## src/rtl/gpio_pkg.sv

```systemverilog
package gpio_pkg;

  localparam int ADDR_W = 4;

  localparam logic [ADDR_W-1:0] A_DIR   = 4'd0;
  localparam logic [ADDR_W-1:0] A_POL   = 4'd1;
  localparam logic [ADDR_W-1:0] A_VAL   = 4'd2;
  localparam logic [ADDR_W-1:0] A_SET   = 4'd3;
  localparam logic [ADDR_W-1:0] A_CLR   = 4'd4;
  localparam logic [ADDR_W-1:0] A_CAUSE = 4'd5;
  localparam logic [ADDR_W-1:0] A_MSKA  = 4'd6;
  localparam logic [ADDR_W-1:0] A_MSKB  = 4'd7;
  localparam logic [ADDR_W-1:0] A_CTRL  = 4'd8;

  localparam int MODE_BIT = 10;

  typedef enum logic [1:0] {
    OP_NONE = 2'd0,
    OP_LOAD = 2'd1,
    OP_SET  = 2'd2,
    OP_CLR  = 2'd3
  } out_op_e;

  // next state of one output pin under a software operation
  function automatic logic out_bit_next(logic cur, logic wd, out_op_e op);
    case (op)
      OP_LOAD: return wd;
      OP_SET:  return cur | wd;
      OP_CLR:  return cur & ~wd;
      default: return cur;
    endcase
  endfunction

  // fixed pattern of the control word with the mode flag folded in
  function automatic logic [31:0] ctrl_word(logic lvl_mode);
    logic [31:0] w;
    w = 32'h11FF_0000;
    w[MODE_BIT] = lvl_mode;
    return w;
  endfunction

endpackage

```

## src/rtl/gpio_sync.sv

```systemverilog
module gpio_sync #(
  parameter int W = 32
) (
  input  logic         clk,
  input  logic         rst_n,
  input  logic [W-1:0] d,
  output logic [W-1:0] q
);
  logic [W-1:0] s1_q;

  always_ff @(posedge clk) begin
    if (!rst_n) begin
      s1_q <= '0;
      q    <= '0;
    end else begin
      s1_q <= d;
      q    <= s1_q;
    end
  end
endmodule

```

## src/rtl/gpio_grp_req.sv

```systemverilog
module gpio_grp_req #(
  parameter int GW = 8
) (
  input  logic          clk,
  input  logic          rst_n,
  input  logic          lvl_mode,
  input  logic [GW-1:0] rise,
  input  logic [GW-1:0] fall,
  input  logic [GW-1:0] mask,
  input  logic [GW-1:0] val_next,
  input  logic [GW-1:0] cause_cur,
  input  logic          cause_wr,
  input  logic [GW-1:0] cause_wd,
  output logic          req
);
  logic set_ev, lvl_drop, edge_drop;

  assign set_ev    = |(rise & mask);
  assign lvl_drop  = lvl_mode && (|fall) && (val_next == '0);
  assign edge_drop = !lvl_mode && cause_wr && ((cause_cur ^ cause_wd) != '0)
                     && (cause_wd == '0);

  always_ff @(posedge clk) begin
    if (!rst_n)                       req <= 1'b0;
    else if (set_ev)                  req <= 1'b1;
    else if (lvl_drop || edge_drop)   req <= 1'b0;
  end
endmodule

```

## src/rtl/gpio_port.sv

```systemverilog
module gpio_port
  import gpio_pkg::*;
#(
  parameter int N_PINS = 32,
  parameter int GRP_W  = 8
) (
  input  logic                      clk,
  input  logic                      rst_n,
  input  logic [N_PINS-1:0]         pin_in,
  output logic [N_PINS-1:0]         pin_out,
  input  logic                      reg_we,
  input  logic [ADDR_W-1:0]         reg_addr,
  input  logic [N_PINS-1:0]         reg_wdata,
  output logic [N_PINS-1:0]         reg_rdata,
  output logic [N_PINS/GRP_W-1:0]   grp_irq
);
  localparam int N_GRP = N_PINS / GRP_W;

  logic [N_PINS-1:0] dir_q, pol_q, val_q, cause_q, mask_q;
  logic [N_PINS-1:0] sync_q, lvl, rise_vec, fall_vec, val_d, cause_d;
  logic              lvl_mode_q;
  logic              cause_wr;
  out_op_e           op;

  gpio_sync #(.W(N_PINS)) u_sync (
    .clk(clk), .rst_n(rst_n), .d(pin_in), .q(sync_q)
  );

  assign lvl      = sync_q ^ pol_q;
  assign rise_vec = ~dir_q & lvl & ~val_q;
  assign fall_vec = ~dir_q & ~lvl & val_q;
  assign cause_wr = reg_we && (reg_addr == A_CAUSE);

  always_comb begin
    op = OP_NONE;
    if (reg_we) begin
      case (reg_addr)
        A_VAL:   op = OP_LOAD;
        A_SET:   op = OP_SET;
        A_CLR:   op = OP_CLR;
        default: op = OP_NONE;
      endcase
    end
  end

  for (genvar i = 0; i < N_PINS; i++) begin : g_pin
    assign val_d[i] = dir_q[i] ? out_bit_next(val_q[i], reg_wdata[i], op) : lvl[i];
  end

  assign cause_d = (cause_wr ? reg_wdata : cause_q) | rise_vec;

  always_ff @(posedge clk) begin
    if (!rst_n) begin
      dir_q      <= '0;
      pol_q      <= '0;
      val_q      <= '0;
      cause_q    <= '0;
      mask_q     <= '0;
      lvl_mode_q <= 1'b0;
    end else begin
      val_q   <= val_d;
      cause_q <= cause_d;
      if (reg_we) begin
        case (reg_addr)
          A_DIR:          dir_q      <= reg_wdata;
          A_POL:          pol_q      <= reg_wdata;
          A_MSKA, A_MSKB: mask_q     <= reg_wdata;
          A_CTRL:         lvl_mode_q <= reg_wdata[MODE_BIT];
          default: ;
        endcase
      end
    end
  end

  for (genvar g = 0; g < N_GRP; g++) begin : g_grp
    gpio_grp_req #(.GW(GRP_W)) u_req (
      .clk(clk), .rst_n(rst_n), .lvl_mode(lvl_mode_q),
      .rise(rise_vec[g*GRP_W +: GRP_W]),
      .fall(fall_vec[g*GRP_W +: GRP_W]),
      .mask(mask_q[g*GRP_W +: GRP_W]),
      .val_next(val_d[g*GRP_W +: GRP_W]),
      .cause_cur(cause_q[g*GRP_W +: GRP_W]),
      .cause_wr(cause_wr),
      .cause_wd(reg_wdata[g*GRP_W +: GRP_W]),
      .req(grp_irq[g])
    );
  end

  always_comb begin
    case (reg_addr)
      A_DIR:          reg_rdata = dir_q;
      A_POL:          reg_rdata = pol_q;
      A_VAL:          reg_rdata = val_q;
      A_CAUSE:        reg_rdata = cause_q;
      A_MSKA, A_MSKB: reg_rdata = mask_q;
      A_CTRL:         reg_rdata = N_PINS'(ctrl_word(lvl_mode_q));
      default:        reg_rdata = '0;
    endcase
  end

  assign pin_out = val_q;
endmodule

```

## config.mk

```make
export PLATFORM = sky130hd
export DESIGN_NAME = gpio_port
export DESIGN_NICKNAME = d
export VERILOG_FILES = /design/src/rtl/gpio_pkg.sv /design/src/rtl/gpio_sync.sv /design/src/rtl/gpio_grp_req.sv /design/src/rtl/gpio_port.sv
export SDC_FILE = /design/constraint.sdc
export NUM_CORES = 1
export LEC_CHECK = 0
export BUFFER_PORTS_ARGS = -buffer_cell sky130_fd_sc_hd__buf_2
export CAP_MARGIN = 20
export CORE_MARGIN = 1
export CORE_UTILIZATION = 52
export DETAILED_ROUTE_END_ITERATION = 8
export PLACE_DENSITY = 0.86
export SLEW_MARGIN = 15
export SYNTH_ARGS = -nofsm -noshare
export SYNTH_HDL_FRONTEND = slang
export SYNTH_SLANG_ARGS = --single-unit
```

## constraint.sdc

```tcl
create_clock -name clk -period 2.5 [get_ports clk]
set_clock_uncertainty 0.2 [all_clocks]
set_input_delay 0.5 -clock clk [delete_from_list [all_inputs] [get_ports clk]]
set_output_delay 0.5 -clock clk [all_outputs]
set_load 0.02 [all_outputs]
```

==> results.sh <==
export IMPL_n_antenna_cell=0
export IMPL_grt_pass1_wl_mm=54.8
export IMPL_drc=9
export IMPL_hold_viol=0
export IMPL_post_dp_hpwl_mm=23.9
export IMPL_yosys_warnings=0
export IMPL_clock_latency_ns=0.52
export IMPL_syn_nets=1384
export IMPL_area_growth_pct=27.1
export IMPL_cp_max_fo=7
export IMPL_status="finished, violations left"
export IMPL_h_tree_depth=1
export IMPL_vias=11000
export IMPL_rsz0062_at_grt="yes"
export IMPL_fin_tns_setup_ns=0
export IMPL_core_area_um2=20200
export IMPL_num_rows=52
export IMPL_synthCells=1313
export IMPL_violations="DRC"
export IMPL_routedWlPerCell_um=20.0
export IMPL_drt_iter0_markers=1603
export IMPL_cpMaxStageDelayCell="a222oi_1"
export IMPL_wl_mm=35.6
export IMPL_crit_chain="buf_12, buf_6, buf_4, nor4b_2, buf_4, a222oi_1, nand2_1, buf_6"
export IMPL_numCtsBuffers=25
export IMPL_grtUsageTotal_pct=32.1
export IMPL_synth_common_cells="nand2_1, dfxtp_1, a21oi_1, clkbuf_1, and2_1"
export IMPL_place_congestion=0.934
export IMPL_grt_max_degree=82
export IMPL_final_core_utilization_pct=67.4
export IMPL_die_x_um=145
export IMPL_antenna_found_initial=0
export IMPL_peakVddDrop_v=0.000536
export IMPL_max_freq_ghz=0.404
export IMPL_post_route_cells_drive_above_1_share_pct=21.2
export IMPL_die_y_um=145
export IMPL_grt_busiest_layer="met2"
export IMPL_start_kind="input pin"
export IMPL_syn_area_um2=10700
export IMPL_final_period_utilization_pct=99.1
export IMPL_setup_viol=0
export IMPL_netlist_area_leader_share_pct=42.9
export IMPL_met1_usage_pct=42.0
export IMPL_instances_no_fill=1776
export IMPL_synthDistinctLibCells=65
export IMPL_finish_instance_area_um2=13600
export IMPL_antenna_left=0
export IMPL_initial_core_util_pct=53.0
export IMPL_yosys_register_bits=229
export IMPL_end_kind="output pin"
export IMPL_pre_cts_ws_ns=-0.197
export IMPL_cts_sink_count=229
export IMPL_synthTopCellsByArea="dfxtp_1, nand2_1, a21oi_1, xnor2_1, and2_1"
export IMPL_synth_edf_count=0
export IMPL_final_max_slew_violation_count=0
export IMPL_post_synth_top_area_cell="dfxtp_1"
export IMPL_grt_ovfl_total=0
export IMPL_avgSynthCellArea_um2=8.14
export IMPL_critPathRequiredTime_ns=1.80
export IMPL_worst_slack_ns=0.0236
export IMPL_hp_class="in2reg"
export IMPL_fillers=1600
export IMPL_cts_root_buf="clkbuf_16"
export IMPL_numPlacedInstances=1691
export IMPL_first_pass_iters=9
export IMPL_ioPinCount=139
export IMPL_portBuffers=138
export IMPL_fin_nets=1561
export IMPL_critPathKind="in2out"
export IMPL_min_period_ns=2.48
export IMPL_power_mw=8.62
export IMPL_place_area_um2=12000
export IMPL_gr_usage_met3_pct=6.02
export IMPL_leakagePower_nw=5.47
export IMPL_viasPerCell=6.20
export IMPL_synth_most_common_cell="nand2_1"
export IMPL_dieArea_um2=21100
export IMPL_synthArstFlopShare_pct=0
export IMPL_cts_tree="built"
export IMPL_arrival_ns=1.78
export IMPL_grt_pass1_vias=10400
export IMPL_worst_pin_slew_ns=0.716
export IMPL_slowest_delay_ns=0.24
export IMPL_cts_clk_slew_worst_paths_ns=0.06
export IMPL_cts_path_max_buffers=3
export IMPL_maxSlewHeadroom_pct=52.3
export IMPL_met2_usage_pct=50.8
export IMPL_maxCapViolCount=0
export IMPL_hold_ws_ns=0.0267
export IMPL_synth_ff_type="dfxtp_1"
export IMPL_ys_seq_area_share_pct=42.9
export IMPL_power_density_nw_per_um2=634
[where the power goes]
group / total, mW / internal [mW] / switching, mW
sequential: 3.90 / 3.78 / 0.121
clock: 3.76 / 2.26 / 1.50
combinational: 0.957 / 0.415 / 0.542
total: 8.62 / 6.45 / 2.17
[cell families after synthesis]
group | synth area share (%)
flops | 42.9
buf+inv | 5.20
xor+xnor | 5.24
compound gates | 19.7
simple gates | 24.8
mux | 2.08
[layout by cell type (no fill, tap or decap), types with 20 or more instances in the layout]
| cell type | count |
|---|---|
| a222oi_1 | 36 |
| a31oi_1 | 21 |
| o21ai_0 | 20 |
| buf_2 | 117 |
| a21oi_1 | 143 |
| inv_1 | 24 |
| and2_1 | 80 |
| xnor2_1 | 57 |
| buf_4 | 84 |
| a22oi_1 | 25 |
| nand2_2 | 22 |
| nor2_1 | 65 |
| dfxtp_1 | 229 |
| nand2_1 | 240 |
| clkbuf_16 | 27 |
| mux2i_1 | 20 |
| dlygate4sd3_1 | 31 |
[layer usage]
metal	part of all wire (%)	up-vias	routed length, um
met4	4.9	0	1730
li1	-	4956	-
met5	0	-	0
met3	11	167	3800
met1	40	5121	14100
met2	45	762	15900
[cell type report]
| type | count | area [um^2] | area share (%) |
|---|---|---|---|
| Multi-Input combinational cell | 946 | 5720 | 42.1 |
| Sequential cell | 229 | 4580 | 33.7 |
| Timing Repair Buffer | 263 | 2020 | 14.9 |
| Clock buffer | 33 | 696 | 5.12 |
| Tap cell | 270 | 338 | 2.49 |
| Clock inverter | 10 | 133 | 0.976 |
| Inverter | 25 | 96.3 | 0.709 |
[state kept, by name (all words and copies together), names as in the netlist]
register,flops
g_grp.u_req.req,4
lvl_mode_q,1
dir_q,32
pin_out,32
mask_q,32
cause_q,32
pol_q,32
u_sync.s1_q,32
u_sync.q,32
[what timing repair did]
action	4_1_cts	5_1_grt
cloned	1	2
setup buffers	9	2
hold buffers	31	0
hold endpoints to repair	31	0
pin swaps	5	10
setup endpoints to repair	32	32
resized for setup	53	15
[final timing paths]
kind / from / to / slack (ns) / cells after the start
max: reg_addr[3] / reg_rdata[10] / 0.02 / 8
min: pin_in[12] / u_sync.s1_q[12]$_SDFF_PN0_ / 0.03 / 2
max reg2reg: pol_q[8]$_SDFFE_PN0P_ / g_grp[1].u_req.req$_SDFFE_PN0P_ / 0.07 / 7
min reg2reg: u_sync.s1_q[25]$_SDFF_PN0_ / u_sync.q[25]$_SDFF_PN0_ / 0.23 / 1
[critical path: cells and delay by family]
| kind | cells | cell delay (ns) |
|---|---|---|
| AND/OR/NAND/NOR | 2 | 0.34 |
| AO/OA/AOI/OAI | 1 | 0.24 |
| buffers and inverters | 5 | 0.71 |
(Power assumes the default switching activity.)
